[config.mk]
export PLATFORM = sky130hd
export DESIGN_NAME = irq_event_queue
export DESIGN_NICKNAME = d
export VERILOG_FILES = /design/src/rtl/irq_q_pkg.sv /design/src/rtl/irq_evt_classify.sv /design/src/rtl/irq_pend_counter.sv /design/src/rtl/irq_pkt_writer.sv /design/src/rtl/irq_hp_flags.sv /design/src/rtl/irq_event_queue.sv
export SDC_FILE = /design/constraint.sdc
export NUM_CORES = 1
export LEC_CHECK = 0
export BUFFER_PORTS_ARGS = -buffer_cell sky130_fd_sc_hd__buf_4
export CORE_ASPECT_RATIO = 1.5
export CORE_MARGIN = 3
export CORE_UTILIZATION = 54
export DETAILED_ROUTE_END_ITERATION = 12
export PLACE_DENSITY = 0.89
export SYNTH_ARGS = -nofsm -noshare
export SYNTH_HDL_FRONTEND = slang
export SYNTH_SLANG_ARGS = --single-unit
[constraint.sdc]
create_clock -name clk_i -period 4.3 [get_ports clk_i]
set_input_delay 0.86 -clock clk_i [delete_from_list [all_inputs] [get_ports clk_i]]
set_output_delay 0.86 -clock clk_i [all_outputs]
set_load 0.1 [all_outputs]
[src/rtl/irq_q_pkg.sv]
package irq_q_pkg;
  typedef enum logic [2:0] {
    SEL_STD_EN  = 3'd0,
    SEL_HP_EN   = 3'd1,
    SEL_QBASE   = 3'd2,
    SEL_CNT_DEC = 3'd3,
    SEL_CNT_CLR = 3'd4,
    SEL_HP_W1C  = 3'd5,
    SEL_MRST    = 3'd6
  } reg_sel_e;

  typedef enum logic [1:0] {
    WR_IDLE = 2'd0,
    WR_CODE = 2'd1,
    WR_PTR  = 2'd2
  } wr_phase_e;

  localparam int unsigned PKT_WORDS = 2;
endpackage

[src/rtl/irq_evt_classify.sv]
module irq_evt_classify #(
  parameter int unsigned N_EVT = 8,
  localparam int unsigned EVT_W = $clog2(N_EVT)
) (
  input  logic             evt_valid_i,
  input  logic [EVT_W-1:0] evt_code_i,
  input  logic [N_EVT:0]   std_en_i,
  input  logic [N_EVT-1:0] hp_en_i,
  output logic             q_push_o,
  output logic [N_EVT-1:0] hp_set_o
);
  logic [N_EVT-1:0] std_hit;
  logic [N_EVT-1:0] hp_hit;

  for (genvar g = 0; g < N_EVT; g++) begin : g_dec
    assign std_hit[g]  = (evt_code_i == EVT_W'(g)) && std_en_i[g+1];
    assign hp_hit[g]   = (evt_code_i == EVT_W'(g)) && hp_en_i[g];
    assign hp_set_o[g] = evt_valid_i && hp_hit[g];
  end

  // high priority takes the event away from the queue
  assign q_push_o = evt_valid_i && std_en_i[0] && (|std_hit) && !(|hp_hit);
endmodule

[src/rtl/irq_pend_counter.sv]
module irq_pend_counter #(
  parameter int unsigned CNT_W = 8,
  localparam logic [CNT_W-1:0] CNT_MAX = {CNT_W{1'b1}}
) (
  input  logic             clk_i,
  input  logic             rst_ni,
  input  logic             push_i,
  input  logic             dec_i,
  input  logic             clr_i,
  input  logic             mrst_i,
  output logic [CNT_W-1:0] cnt_o,
  output logic             exceed_o
);
  logic [CNT_W-1:0] cnt_q;
  logic             exc_q;

  always_ff @(posedge clk_i or negedge rst_ni) begin
    if (!rst_ni) begin
      cnt_q <= '0;
      exc_q <= 1'b0;
    end else if (mrst_i) begin
      cnt_q <= '0;
      exc_q <= 1'b0;
    end else if (clr_i) begin
      cnt_q <= '0;
    end else begin
      unique case ({push_i, dec_i})
        2'b10: begin
          if (cnt_q == CNT_MAX) exc_q <= 1'b1;
          else                  cnt_q <= cnt_q + 1'b1;
        end
        2'b01: begin
          if (cnt_q != '0) cnt_q <= cnt_q - 1'b1;
        end
        default: cnt_q <= cnt_q;
      endcase
    end
  end

  assign cnt_o    = cnt_q;
  assign exceed_o = exc_q;
endmodule

[src/rtl/irq_pkt_writer.sv]
module irq_pkt_writer
  import irq_q_pkg::*;
#(
  parameter int unsigned DATA_W = 16,
  parameter int unsigned EVT_W  = 3,
  parameter int unsigned QDEPTH = 256,
  localparam int unsigned IDX_W = $clog2(QDEPTH)
) (
  input  logic              clk_i,
  input  logic              rst_ni,
  input  logic              push_i,
  input  logic [EVT_W-1:0]  code_i,
  input  logic [DATA_W-1:0] ptr_i,
  input  logic              base_load_i,
  input  logic [DATA_W-1:0] base_i,
  output logic              mem_we_o,
  output logic [DATA_W-1:0] mem_addr_o,
  output logic [DATA_W-1:0] mem_wdata_o,
  output logic [DATA_W-1:0] qptr_o
);
  wr_phase_e         phase_q;
  logic [EVT_W-1:0]  code_q;
  logic [DATA_W-1:0] ptr_q;
  logic [DATA_W-1:0] base_q;
  logic [IDX_W-1:0]  idx_q;
  logic [DATA_W-1:0] slot_off;

  always_ff @(posedge clk_i or negedge rst_ni) begin
    if (!rst_ni) begin
      phase_q <= WR_IDLE;
      code_q  <= '0;
      ptr_q   <= '0;
    end else begin
      unique case (phase_q)
        WR_IDLE: if (push_i) begin
          phase_q <= WR_CODE;
          code_q  <= code_i;
          ptr_q   <= ptr_i;
        end
        WR_CODE: phase_q <= WR_PTR;
        WR_PTR:  phase_q <= WR_IDLE;
        default: phase_q <= WR_IDLE;
      endcase
    end
  end

  always_ff @(posedge clk_i or negedge rst_ni) begin
    if (!rst_ni) begin
      base_q <= '0;
      idx_q  <= '0;
    end else if (base_load_i) begin
      base_q <= base_i;
      idx_q  <= '0;
    end else if (phase_q == WR_PTR) begin
      idx_q <= (idx_q == IDX_W'(QDEPTH - 1)) ? '0 : idx_q + 1'b1;
    end
  end

  assign slot_off    = DATA_W'(idx_q) * DATA_W'(PKT_WORDS);
  assign qptr_o      = base_q + slot_off;
  assign mem_we_o    = (phase_q != WR_IDLE);
  assign mem_addr_o  = qptr_o + DATA_W'(phase_q == WR_PTR);
  assign mem_wdata_o = (phase_q == WR_PTR) ? ptr_q : DATA_W'(code_q);
endmodule

[src/rtl/irq_hp_flags.sv]
module irq_hp_flags #(
  parameter int unsigned N_EVT = 8
) (
  input  logic             clk_i,
  input  logic             rst_ni,
  input  logic [N_EVT-1:0] set_i,
  input  logic             w1c_i,
  input  logic [N_EVT-1:0] w1c_mask_i,
  input  logic [N_EVT-1:0] en_i,
  output logic [N_EVT-1:0] status_o,
  output logic             active_o
);
  logic [N_EVT-1:0] status_q;
  logic [N_EVT-1:0] clr_mask;

  assign clr_mask = w1c_i ? w1c_mask_i : '0;

  // a new event wins over a clear of the same bit
  always_ff @(posedge clk_i or negedge rst_ni) begin
    if (!rst_ni) status_q <= '0;
    else         status_q <= (status_q & ~clr_mask) | set_i;
  end

  assign status_o = status_q;
  assign active_o = |(status_q & en_i);
endmodule

[src/rtl/irq_event_queue.sv]
module irq_event_queue
  import irq_q_pkg::*;
#(
  parameter int unsigned N_EVT  = 8,
  parameter int unsigned DATA_W = 16,
  parameter int unsigned CNT_W  = 8,
  parameter int unsigned QDEPTH = 256,
  localparam int unsigned EVT_W = $clog2(N_EVT)
) (
  input  logic              clk_i,
  input  logic              rst_ni,
  input  logic              evt_valid_i,
  input  logic [EVT_W-1:0]  evt_code_i,
  input  logic [DATA_W-1:0] evt_ptr_i,
  input  logic              reg_wr_i,
  input  logic [2:0]        reg_sel_i,
  input  logic [DATA_W-1:0] reg_wdata_i,
  output logic              mem_we_o,
  output logic [DATA_W-1:0] mem_addr_o,
  output logic [DATA_W-1:0] mem_wdata_o,
  output logic [DATA_W-1:0] qptr_o,
  output logic [CNT_W-1:0]  pend_cnt_o,
  output logic              exceed_o,
  output logic [N_EVT-1:0]  hp_status_o,
  output logic              std_irq_o,
  output logic              hp_irq_o,
  output logic              stall_o
);
  logic [N_EVT:0]   std_en_q;
  logic [N_EVT-1:0] hp_en_q;
  logic             q_push;
  logic [N_EVT-1:0] hp_set;
  logic             cnt_dec, cnt_clr, cnt_mrst, qbase_load, hp_w1c;
  logic             hp_active;

  assign cnt_dec    = reg_wr_i && (reg_sel_i == SEL_CNT_DEC);
  assign cnt_clr    = reg_wr_i && (reg_sel_i == SEL_CNT_CLR);
  assign cnt_mrst   = reg_wr_i && (reg_sel_i == SEL_MRST);
  assign qbase_load = reg_wr_i && (reg_sel_i == SEL_QBASE);
  assign hp_w1c     = reg_wr_i && (reg_sel_i == SEL_HP_W1C);

  always_ff @(posedge clk_i or negedge rst_ni) begin
    if (!rst_ni) begin
      std_en_q <= '0;
      hp_en_q  <= '0;
    end else if (reg_wr_i) begin
      if (reg_sel_i == SEL_STD_EN) std_en_q <= reg_wdata_i[N_EVT:0];
      if (reg_sel_i == SEL_HP_EN)  hp_en_q  <= reg_wdata_i[N_EVT-1:0];
    end
  end

  irq_evt_classify #(.N_EVT(N_EVT)) i_classify (
    .evt_valid_i (evt_valid_i),
    .evt_code_i  (evt_code_i),
    .std_en_i    (std_en_q),
    .hp_en_i     (hp_en_q),
    .q_push_o    (q_push),
    .hp_set_o    (hp_set)
  );

  irq_pend_counter #(.CNT_W(CNT_W)) i_counter (
    .clk_i    (clk_i),
    .rst_ni   (rst_ni),
    .push_i   (q_push),
    .dec_i    (cnt_dec),
    .clr_i    (cnt_clr),
    .mrst_i   (cnt_mrst),
    .cnt_o    (pend_cnt_o),
    .exceed_o (exceed_o)
  );

  irq_pkt_writer #(
    .DATA_W (DATA_W),
    .EVT_W  (EVT_W),
    .QDEPTH (QDEPTH)
  ) i_writer (
    .clk_i       (clk_i),
    .rst_ni      (rst_ni),
    .push_i      (q_push),
    .code_i      (evt_code_i),
    .ptr_i       (evt_ptr_i),
    .base_load_i (qbase_load),
    .base_i      (reg_wdata_i),
    .mem_we_o    (mem_we_o),
    .mem_addr_o  (mem_addr_o),
    .mem_wdata_o (mem_wdata_o),
    .qptr_o      (qptr_o)
  );

  irq_hp_flags #(.N_EVT(N_EVT)) i_hp (
    .clk_i      (clk_i),
    .rst_ni     (rst_ni),
    .set_i      (hp_set),
    .w1c_i      (hp_w1c),
    .w1c_mask_i (reg_wdata_i[N_EVT-1:0]),
    .en_i       (hp_en_q),
    .status_o   (hp_status_o),
    .active_o   (hp_active)
  );

  assign std_irq_o = (pend_cnt_o != '0);
  assign hp_irq_o  = hp_active;
  assign stall_o   = hp_active;
endmodule

=== Word level (Yosys, flattened, before mapping) ===
Cells that the tools add are included.

* Add/sub/neg operators: 5
* Eq/ne operators: 23
* Mux-type cells: 16
* Bitwise operators: 4
* Reductions and logical operators: 50

{| class="wikitable"
|+ Operators by type and width
! kind !! count
|-
| 8-bit 2-to-1 mux || 8
|-
| 1-bit logical AND || 32
|-
| 8-bit OR reduction || 3
|-
| 3-bit == test, second input constant || 7
|-
| 16-bit by 1-bit adder with 16-bit output || 1
|-
| 16-bit by 9-bit adder with 16-bit output || 1
|-
| 8-bit by 1-bit adder with 8-bit output, second input constant || 2
|-
| 8-bit AND || 2
|-
| 8-bit == test, second input constant || 2
|-
| 16-bit 2-to-1 mux || 1
|-
| 8-bit case mux with 2 select lines || 1
|-
| 3-bit by 2-bit == test with 1-bit output, second input constant || 4
|-
| 4-bit != test, second input constant || 2
|-
| 8-bit NOT || 1
|-
| 8-bit OR || 1
|-
| 2-bit nonzero test || 4
|-
| 8-bit nonzero test || 1
|-
| 8-bit by 1-bit subtractor with 8-bit output, second input constant || 1
|-
| 3-bit by 1-bit == test with 1-bit output, second input constant || 2
|-
| 3-bit logical NOT || 2
|-
| 2-bit AND reduction || 3
|-
| 3-bit AND reduction || 2
|-
| 2-bit by 1-bit == test with 1-bit output, second input constant || 2
|-
| 2-bit == test, second input constant || 2
|-
| other kinds (8) || 11
|}

* Register bits: 79
* Input port bits: 42
* Output and inout bits: 69
* Logic and storage cells: 108

=== Longest topological paths before layout ===
Gate-level depths: netlist of run 1.

* Depth in word-level cells: 9
* Gate-level depth with buffers: 15
* Gate-level depth less buffers: 14

=== By module ===
A second synthesis of run 1 with hierarchy kept.

* Cells, all modules: 476
* Area total of the unflattened synthesis: 5049.8 um^2

{| class="wikitable"
|+ Modules (own cells, without submodules)
! module !! times used !! cells an instance !! area an instance (um^2) !! sequential area each (um^2)
|-
| irq_pkt_writer || 1 || 268 || 2859.0 || 1126.1
|-
| irq_pend_counter || 1 || 95 || 853.3 || 225.2
|-
| irq_event_queue || 1 || 47 || 725.7 || 425.4
|-
| irq_hp_flags || 1 || 30 || 334.1 || 200.2
|-
| irq_evt_classify || 1 || 36 || 277.8 || 0.0
|}

=== Worst setup path after synthesis of run 1 ===
Ideal clock, no wire load.

* Path type: register -> output
* Start: reg i_writer.idx_q[0]
* End: out mem_addr_o[14]
* Arrival: 5.060 ns
* Required time: 3.440 ns
* Setup slack: -1.620 ns
* Stages on the path, launching flop included: 9
* Buffers on the path: 0
* Cells stage by stage: dfrtp_1 > ha_1 > fa_1 > nand3_1 > nand2_1 > xor2_1 > nand3_1 > nor4_1 > xor2_1

* Longest elaborated chain between the ends: 2

{| class="wikitable"
|+ Ends and longest elaborated chain
! what !! RTL line !! text
|-
| start, declared || irq_pkt_writer.sv:25 || <nowiki>logic [IDX_W-1:0] idx_q;</nowiki>
|-
| start signal, assigned || irq_pkt_writer.sv:55 || <nowiki>idx_q <= (idx_q == IDX_W'(QDEPTH - 1)) ? '0 : idx_q + 1'b1;</nowiki>
|-
| 16-bit by 9-bit adder with 16-bit output || irq_pkt_writer.sv:60 || <nowiki>assign qptr_o = base_q + slot_off;</nowiki>
|-
| named net qptr_o[5] || irq_event_queue.sv:21 || <nowiki>output logic [DATA_W-1:0] qptr_o,</nowiki>
|-
| 16-bit by 1-bit adder with 16-bit output || irq_pkt_writer.sv:62 || <nowiki>assign mem_addr_o = qptr_o + DATA_W'(phase_q == WR_PTR);</nowiki>
|-
| end, declared || irq_event_queue.sv:19 || <nowiki>output logic [DATA_W-1:0] mem_addr_o,</nowiki>
|}

The timed path passes the listed nets, and every way through them passes these cells.

=== Final worst setup path of run 1 ===
* Start: reg i_writer.idx_q[0]
* End: out mem_addr_o[15]

* Longest elaborated chain between the ends: 2

{| class="wikitable"
|+ Ends and longest elaborated chain
! what !! RTL line
|-
| 16-bit by 9-bit adder with 16-bit output || irq_pkt_writer.sv:60
|-
| 16-bit by 1-bit adder with 16-bit output || irq_pkt_writer.sv:62
|}

Every way passes these cells.

==> impl_results.md, run 1 <==
* F_max at 0.238 GHz
* Hold worst-path end: i_writer.phase_q[1]
* First-pass GRT wire length at 18500 um
* Cells after Synth at 433
* # fillers at 525
* Async S/R FF share, synth at 1.00
* Starting Density at 0.565
* Max stage delay on crit path at 420 ps
* Number of diodes at 0
* CP startpoint kind: register
* Root Buffer: clkbuf_16
* Crit-path leading delay family: simple AND/OR/NAND/NOR gates
* CTS max path bufs at 2
* Top cell type by total area after synthesis: dfrtp_1
* Worst Skew at 6.44 ps
* Power consumption at 4920 uW
* Worst r2r src: hp_en_q[2]
* Post-synth EDFFs at 0
* Total wire length at 11500 um
* Hold Vio Cnt, Final at 0
* Post-DP Area at 0.00583 mm2
* Finished Cell Area at 0.00629 mm2
* WHS at 455 ps
* I/O Pins at 111
* Slew headroom at 0.358
* Hold-critical path depth at 1
* Ranking of synthesized cells by area: dfrtp_1 (43%), mux2_2 (13%), ha_1 (5.2%)
* Standard-cell rows at 40
* Share of layout cells above drive strength 1 at 0.418
* Total GRT Usage at 0.244
* Worst skew pair latency at 330 ps
* Die X-Extent at 81.5 um
* R2R cell count at 12
* Final setup viols at 0
* Total stage count of the critical path at 11
* Combinational group share of total power at 0.585
* Routed len/inst at 17.5 um
* Lkg Pwr at 0.00296 uW
* Max Transition Viols Final at 0
* Syn nets at 496
* CTS buffer count at 9
* Crit path arrival time at 3340 ps
* PortBufs at 110
* Int Power at 2310 uW
* Detailed Route Iter0 Violations at 177
* Sw frac at 0.530
* Maximum net fanout on the critical path at 6
* Slowest library cell on the worst path: dfrtp_1
* Num Clock Sinks at 79
* Placer Congestion at 0.863
* Hold Crit Start: i_writer.phase_q[1]
* Post-Route Utilization at 0.771
* Sequential Power Share at 0.236
* Buf+Inv Stages, Crit Path at 2
* Max-cap violations at 0
* Die Area at 0.00971 mm2
* Height of the die at 119 um
* Grt ovf at 0
* Switching power at 2610 uW
* Syn. warnings at 0
* Antenna violations before repair at 0
* Reg2reg setup slack at 510 ps
* Status: complete, no violations
* Vias per cell at 5.80
* CP Capture Type: output pin
* HPWL Detailed at 8260 um
* Measured slew at the worst slew-check pin at 962 ps
* Drt pass-1 iters at 4
* VDD IR max at 0.000591 V
* Clock-pin slew on the worst setup and hold paths at 60 ps
* Syn Std Cell Area at 0.00461 mm2
* Area share of the largest cell type after synthesis at 0.429
* Area grow syn2layout at 36.4%
* Crit path kind: register to output pin
* Number of routed nets with antenna violations at 0
* Vias in the first global route at 3946
* # hold bufs at CTS at 0
* Seq/Total Area, Yosys at 0.429
* Crit share post-route at 0.976
* Area of the multi-input gates at 0.00290 mm2
* H-tree Lvls at 3
* RR Endpoint: i_counter.cnt_o[7]
* Core ar. at 0.00816 mm2
* Layout net count at 611
* Pwr/cell area at 782 mW/mm2
* Routed vias at 3811
* CTS tree: built
* Final min period at 4200 ps
* CP cell instances: ha_1, fa_2, nand3_1, a21oi_2, o21ai_0, nand3_2, nand4bb_4, nor4_4, buf_4, xor2_4, buf_12
* Crit path required time at 3440 ps
* FF/Latch Area at 0.00198 mm2
* Hold Path Class: register to register
* FF+latch count, synth at 79
* Avg Cell Area, Syn at 10.7 um2
* Clock share of power at 0.180
* DRC errors left at 0
* Unique masters post-synth at 53
* Largest net degree at the start of global routing at 80
* Top FF cell, synth: dfrtp_1
registers in the layout, indices dropped and copies added, names as in the netlist, 3 cells and up:
register	count
i_writer.ptr_q	16
i_writer.base_q	16
i_writer.code_q	3
hp_en_q	8
i_hp.status_o	8
std_en_q	9
i_writer.idx_q	8
i_counter.cnt_o	8
cell type report:
class | instances | share of cell area
clock buffer | 12 | 0.0408
sequential | 79 | 0.314
inverter | 8 | 0.00477
timing repair buffer | 119 | 0.145
multi-input combinational | 331 | 0.460
clock inverter | 3 | 0.0143
tap | 105 | 0.0209
layer usage:
metal / track usage / vias to the layer above / part of all wire
met2: 0.436 / 119 / 0.56
li1: - / 1770 / -
met5: 0 / - / 0
met1: 0.273 / 1894 / 0.36
met3: 0.0484 / 28 / 0.055
met4: 0.100 / 0 / 0.028
cells in the final DEF (no fill, tap or decap), types with 3 or more instances in the layout:
master / netlist / layout
mux2i_1: 4 / 4
nor2_1: 27 / 27
nand3_1: 12 / 12
xnor2_4: 0 / 5
xnor2_2: 2 / 7
nand4_1: 6 / 6
a22oi_1: 5 / 5
xnor2_1: 16 / 6
nor4_1: 6 / 3
nand2_1: 48 / 48
a21oi_1: 19 / 19
a32o_1: 5 / 5
buf_4: 2 / 117
dfrtp_1: 79 / 78
or3_1: 4 / 4
a21o_1: 7 / 7
xor2_1: 16 / 8
clkbuf_16: 0 / 9
ha_1: 19 / 15
bufinv_16: 0 / 3
o21ai_0: 7 / 7
nor3b_1: 3 / 3
mux4_2: 3 / 3
nand2b_1: 6 / 6
and3_1: 5 / 5
xor2_4: 0 / 6
nor3_1: 7 / 5
nor4_4: 0 / 3
mux2_2: 52 / 52
a211oi_1: 4 / 3
nor2b_1: 6 / 6
and2_1: 16 / 16
inv_1: 8 / 8
synth_stat cells (all sizes together) (6+ instances only):
master	number
nand2b	6
nor2b	6
buf	7
xor2	16
nor3	7
and3	6
nand3	13
a21o	7
inv	8
clkbuf	8
xnor2	18
nor4	7
and2	16
mux2	52
dfrtp	79
o21ai	9
nand4	6
ha	19
nand2	48
a21oi	20
nor2	27
power by group through the flow:
stage / Combinational [uW] / Clock [uW] / Sequential (uW)
floorplan: 2030 / 0 / 1430
global placement: 2800 / 0 / 1150
detailed placement: 2840 / 0 / 1160
CTS: 2860 / 894 / 1150
global route: 2990 / 923 / 1190
finish: 2880 / 883 / 1160
through the flow:
step	setup WS, ps	instances	setup TNS, ps
6_report	103	657	0
5_1_grt	-28.3	657	-28.3
4_1_cts	-58.2	655	-90.0
3_5_place_dp	51.8	640	0
3_3_place_gp	310	640	0
2_1_floorplan	-342	433	-599
worst max-delay path by stage:
| stage | start | endpoint | slack [ps] |
|---|---|---|---|
| CTS | i_writer.idx_q[3] | mem_addr_o[15] | -60 |
| finish | i_writer.idx_q[0] | mem_addr_o[15] | 100 |
| detailed placement | evt_code_i[0] | i_counter.cnt_o[7] | 50 |
| global placement | i_writer.idx_q[5] | mem_addr_o[15] | 310 |
| global route | i_writer.idx_q[5] | mem_addr_o[15] | -30 |
| floorplan | i_writer.idx_q[4] | mem_addr_o[14] | -340 |
timing repair:
| item | 4_1_cts | 5_1_grt |
|---|---|---|
| setup endpoints to repair | 3 | 5 |
| resized for setup | 3 | 16 |
| endpoints found under the hold margin | 0 | 0 |
| buffers inserted | 0 | 2 |
| pin swaps | 1 | 4 |
kinds of logic (layout without fill, tap and decap cells):
| logic type | after synthesis | count (layout) | share of synthesized area |
|---|---|---|---|
| AO/OA/AOI/OAI | 62 | 62 | 0.0971 |
| XOR/XNOR | 34 | 34 | 0.0678 |
| adder cells (fa/ha/maj) | 21 | 21 | 0.0602 |
| buffers and inverters | 23 | 142 | 0.0212 |
| flip-flops | 79 | 79 | 0.429 |
| multiplexers | 59 | 59 | 0.150 |
| AND/OR/NAND/NOR | 155 | 155 | 0.175 |
Note: power is estimated with default switching activity, not from simulation.
==> inputs of run 2 (changes only) <==
--- a/config.mk
+++ b/config.mk
@@ -6,7 +6,7 @@
 export NUM_CORES = 1
 export LEC_CHECK = 0
 export BUFFER_PORTS_ARGS = -buffer_cell sky130_fd_sc_hd__buf_4
-export CORE_ASPECT_RATIO = 1.5
+export CORE_ASPECT_RATIO = 1.25
 export CORE_MARGIN = 3
 export CORE_UTILIZATION = 54
 export DETAILED_ROUTE_END_ITERATION = 12
==> impl_results.md, run 2 (synthesis results as in run 1) <==
* Routed len/inst at 17.5 um
* VDD IR max at 0.000524 V
* HPWL Detailed at 8470 um
* H-tree Lvls at 3
* Hold worst-path end: i_writer.phase_q[1]
* Crit path kind: register to output pin
* Share of layout cells above drive strength 1 at 0.427
* Placer Congestion at 0.861
* Crit share post-route at 0.974
* Most frequent cells in the layout: buf_4 (117), dfrtp_1 (77), mux2_2 (52)
* # fillers at 544
* Num Clock Sinks at 79
* Vias per cell at 5.77
* Reg2reg setup slack at 660 ps
* Root Buffer: clkbuf_8
* Antenna violations before repair at 0
* CP Capture Type: output pin
* Worst Skew at 15.2 ps
* DRC errors left at 0
* CTS tree: built
* Setup TNS Final at 0 ps
* Starting Density at 0.557
* Final setup viols at 0
* Layout net count at 611
* Pwr/cell area at 755 mW/mm2
* Routed vias at 3753
* CTS max path bufs at 2
* Total GRT Usage at 0.239
* Largest regs: i_writer.base_q: 16 flops, i_writer.ptr_q: 16 flops, std_en_q: 9 flops
* RR Endpoint: i_counter.cnt_o[7]
* Vias in the first global route at 3789
* Height of the die at 109 um
* Worst r2r src: hp_en_q[2]
* Measured slew at the worst slew-check pin at 1130 ps
* Crit path required time at 3440 ps
* Total wire length at 11400 um
* Detailed Route Iter0 Violations at 216
* Number of diodes at 0
* Crit path arrival time at 3330 ps
* Final min period at 4190 ps
* Area grow syn2layout at 34.2%
* Most common cell after layout, fill and taps aside: buf_4
* WHS at 460 ps
* Grt ovf at 0
* First-pass GRT wire length at 18200 um
* Post-Route Utilization at 0.747
* Slew headroom at 0.246
* Max Transition Viols Final at 0
* CTS buffer count at 9
* Worst slack, placed at 67.5 ps
* Core ar. at 0.00829 mm2
* Die X-Extent at 88.7 um
* Die Area at 0.00970 mm2
* Max-cap violations at 0
* Hold Vio Cnt, Final at 0
* Hold Crit Start: i_writer.phase_q[1]
* F_max at 0.239 GHz
* I/O Pins at 111
* Worst skew pair latency at 360 ps
* Standard-cell rows at 37
* R2R cell count at 12
* Lkg Pwr at 0.00291 uW
* Largest net degree at the start of global routing at 80
* Status: complete, no violations
* Clock-pin slew on the worst setup and hold paths at 90 ps
* Drt pass-1 iters at 5
* Maximum net fanout on the critical path at 6
* Setup WS post-layout at 112 ps
* PortBufs at 110
* Number of routed nets with antenna violations at 0
* Hold Path Class: register to register
* Hold-critical path depth at 1
* CP startpoint kind: register
[run 2: per-stage QoR]
stage	instances	total power, uW	area (um2)
5_1_grt	650	4850	6190
4_1_cts	648	4660	6090
2_1_floorplan	433	3460	4890
6_report	650	4670	6190
3_5_place_dp	632	4010	5820
3_3_place_gp	632	3940	5820
[run 2: area by class of cell]
| type | count | area, um2 | area share |
|---|---|---|---|
| multi-input cells | 331 | 2920 | 0.472 |
| well taps | 97 | 121 | 0.0196 |
| flip-flops and latches | 79 | 1980 | 0.320 |
| clock inverters | 6 | 91.3 | 0.0148 |
| repair buffers | 119 | 910 | 0.147 |
| clock buffers | 10 | 138 | 0.0222 |
| inverters | 8 | 30.0 | 0.00485 |
[run 2: worst max path at each step]
stage | startpoint | end | slack, ps | depth (start not counted)
floorplan | i_writer.idx_q[4] | mem_addr_o[14] | -340 | 8
global placement | evt_code_i[0] | i_counter.cnt_o[7] | 290 | 13
CTS | i_writer.idx_q[5] | mem_addr_o[15] | 8 | 10
finish | i_writer.idx_q[5] | mem_addr_o[13] | 110 | 9
detailed placement | evt_code_i[0] | i_counter.cnt_o[7] | 70 | 13
global route | i_writer.idx_q[5] | mem_addr_o[15] | -20 | 10
[run 2: routing by layer]
metal  vias up  part of all wire  track usage  wire [um]
met5         -                 0            0          0
met4         0             0.015       0.0767        170
met3        11             0.043       0.0300        484
met2       120              0.56        0.428       6340
met1      1854              0.38        0.296       4370
li1       1768                 -            -          -
[run 2: timing repair]
action                                  CTS  global route
hold buffers                              0             0
setup buffers                             0             2
gates resized for setup                   9            16
endpoints found under the setup margin    5             5
pin swaps                                 1             4
[run 2: power breakdown]
part / internal [uW] / switching, uW / leakage (uW) / total, uW
sequential: 960 / 200 / 0.000978 / 1160
combinational: 752 / 2130 / 0.00181 / 2890
clock: 346 / 280 / 0.000117 / 626
[run 2: worst max-delay path, stage by stage (launching register included)]
cell and delay (ps):
dfrtp_1 420, ha_2 370, a21o_1 220, or3_1 380, o21ai_4 270, xnor2_4 200, nand4bb_4 250, nor4_4 430
xor2_4 190, buf_6 240
==> inputs of run 3 (changes only) <==
--- a/config.mk
+++ b/config.mk
@@ -6,11 +6,13 @@
 export NUM_CORES = 1
 export LEC_CHECK = 0
 export BUFFER_PORTS_ARGS = -buffer_cell sky130_fd_sc_hd__buf_4
+export CELL_PAD_IN_SITES_DETAIL_PLACEMENT = 1
+export CELL_PAD_IN_SITES_GLOBAL_PLACEMENT = 1
 export CORE_ASPECT_RATIO = 1.25
 export CORE_MARGIN = 3
-export CORE_UTILIZATION = 54
+export CORE_UTILIZATION = 42
 export DETAILED_ROUTE_END_ITERATION = 12
-export PLACE_DENSITY = 0.89
+export PLACE_DENSITY = 0.9
 export SYNTH_ARGS = -nofsm -noshare
 export SYNTH_HDL_FRONTEND = slang
 export SYNTH_SLANG_ARGS = --single-unit
==> impl_results.md, run 3 (synthesis results as in run 1) <==
* Status: complete, no violations
* Placer Congestion at 0.864
* Total stage count of the critical path at 10
* Maximum net fanout on the critical path at 6
* Pwr/cell area at 772 mW/mm2
* Die X-Extent at 99.7 um
* Antenna violations before repair at 0
* VDD IR max at 0.000559 V
* Post-DP Area at 0.00587 mm2
* PortBufs at 110
* Max Transition Viols Final at 0
* Vias in the first global route at 4278
* Area grow syn2layout at 36.6%
* Final min period at 4190 ps
* Routed vias at 3892
* Hold Path Class: register to register
* Die Area at 0.0123 mm2
* F_max at 0.239 GHz
* Clock-pin slew on the worst setup and hold paths at 50 ps
* Crit-path leading delay family: simple AND/OR/NAND/NOR gates
* Setup TNS Final at 0 ps
* Max-cap violations at 0
* DRC errors left at 0
* Worst Skew at 5.61 ps
* Crit path kind: register to output pin
* Detailed Route Iter0 Violations at 147
* Drt pass-1 iters at 4
* Total wire length at 13800 um
* Hold Vio Cnt, Final at 0
* RSZ-0062 raised after global routing: yes
* CTS buffer count at 9
* Max stage delay on crit path at 440 ps
* Largest net degree at the start of global routing at 80
* Lkg Pwr at 0.00296 uW
* Layout net count at 611
* Post-Route Utilization at 0.591
* HPWL Detailed at 10200 um
* Slew headroom at 0.244
* Finished Cell Area at 0.00630 mm2
* Number of diodes at 0
* Crit path required time at 3440 ps
* R2R cell count at 12
* Final setup viols at 0
* Total GRT Usage at 0.228
* # hold bufs at CTS at 0
* CP Capture Type: output pin
* Slowest library cell on the worst path: ha_1
* Largest regs: i_writer.base_q: 16 flops, i_writer.ptr_q: 16 flops, std_en_q: 9 flops
* Routed len/inst at 20.2 um
* I/O Pins at 111
* Measured slew at the worst slew-check pin at 1130 ps
* Starting Density at 0.432
* Root Buffer: clkbuf_16
* Hold-critical path depth at 1
* Worst skew pair latency at 340 ps
* Num Clock Sinks at 79
* Vias per cell at 5.70
* CP startpoint kind: register
* Height of the die at 123 um
* Most common cell after layout, fill and taps aside: buf_4
* CTS max path bufs at 2
* Buf+Inv Stages, Crit Path at 2
* First-pass GRT wire length at 21700 um
* WHS at 448 ps
* Number of routed nets with antenna violations at 0
* Crit share post-route at 0.973
* CP cell instances: ha_1, a21o_1, or3_1, o21ai_4, xnor2_4, nand4bb_4, nor4_4, buf_4, xor2_4, buf_12
* Grt ovf at 0
* Power consumption at 4870 uW
* CTS tree: built
* Standard-cell rows at 42
* H-tree Lvls at 3
* Crit path arrival time at 3330 ps
* Share of layout cells above drive strength 1 at 0.421
* Most frequent cells in the layout: buf_4 (116), dfrtp_1 (77), mux2_2 (52)
* Core ar. at 0.0107 mm2
==> run 3: routing by layer <==
| metal | track usage | vias up | part of all wire |
|---|---|---|---|
| met5 | 0 | - | 0 |
| met2 | 0.424 | 129 | 0.56 |
| met1 | 0.243 | 1965 | 0.36 |
| met3 | 0.0474 | 40 | 0.050 |
| met4 | 0.110 | 0 | 0.039 |
| li1 | - | 1758 | - |
==> run 3: path summary, 6_finish.rpt <==
| path | startpoint | endpoint | slack (ps) |
|---|---|---|---|
| min | i_writer.phase_q[1] | i_writer.phase_q[1] | 450 |
| min in group asynchronous | rst_ni | i_writer.ptr_q[3] | 680 |
| min reg2reg | i_writer.phase_q[1] | i_writer.phase_q[1] | 450 |
| max in group asynchronous | rst_ni | i_writer.idx_q[1] | 2920 |
| max | i_writer.idx_q[5] | mem_addr_o[15] | 110 |
| max reg2reg | hp_en_q[7] | i_counter.cnt_o[7] | 660 |
==> run 3: cell type report <==
cell class                      instances  area [um2]
Fill cell                            1139        4360
Multi-Input combinational cell        331        2910
Sequential cell                        79        1980
Timing Repair Buffer                  119         921
Clock buffer                            9         225
Tap cell                              132         165
Clock inverter                          5        75.1
Inverter                                8        30.0
==> run 3: what timing repair did <==
item,in CTS,in global routing
resized for setup,7,19
setup endpoints to repair,4,6
setup buffers,0,1
pin swaps,1,5
gates cloned,0,0
==> run 3: power by group <==
group          switching, uW  internal (uW)  leakage, uW
Combinational           2160            752      0.00183
Sequential               212            962     0.000978
Clock                    286            498     0.000151
Total                   2650           2210      0.00296
==> run 3: worst reg2reg max path, stage by stage (launching register included) <==
cell and delay (ps):
dfrtp_1 440, mux4_2 490, o22ai_1 210, o211ai_1 190, ha_1 270, ha_1 280, a21o_1 150, a21oi_1 220
o21bai_1 130, a2111oi_2 440, nor3b_1 160, o311ai_0 380, o41ai_1 150
==> run 3: per-stage QoR <==
| stage | setup WS, ps | instances |
|---|---|---|
| floorplan | -342 | 433 |
| global placement | 229 | 668 |
| detailed placement | -94.9 | 668 |
| CTS | 19.6 | 682 |
| global route | -68.1 | 683 |
| finish | 115 | 683 |
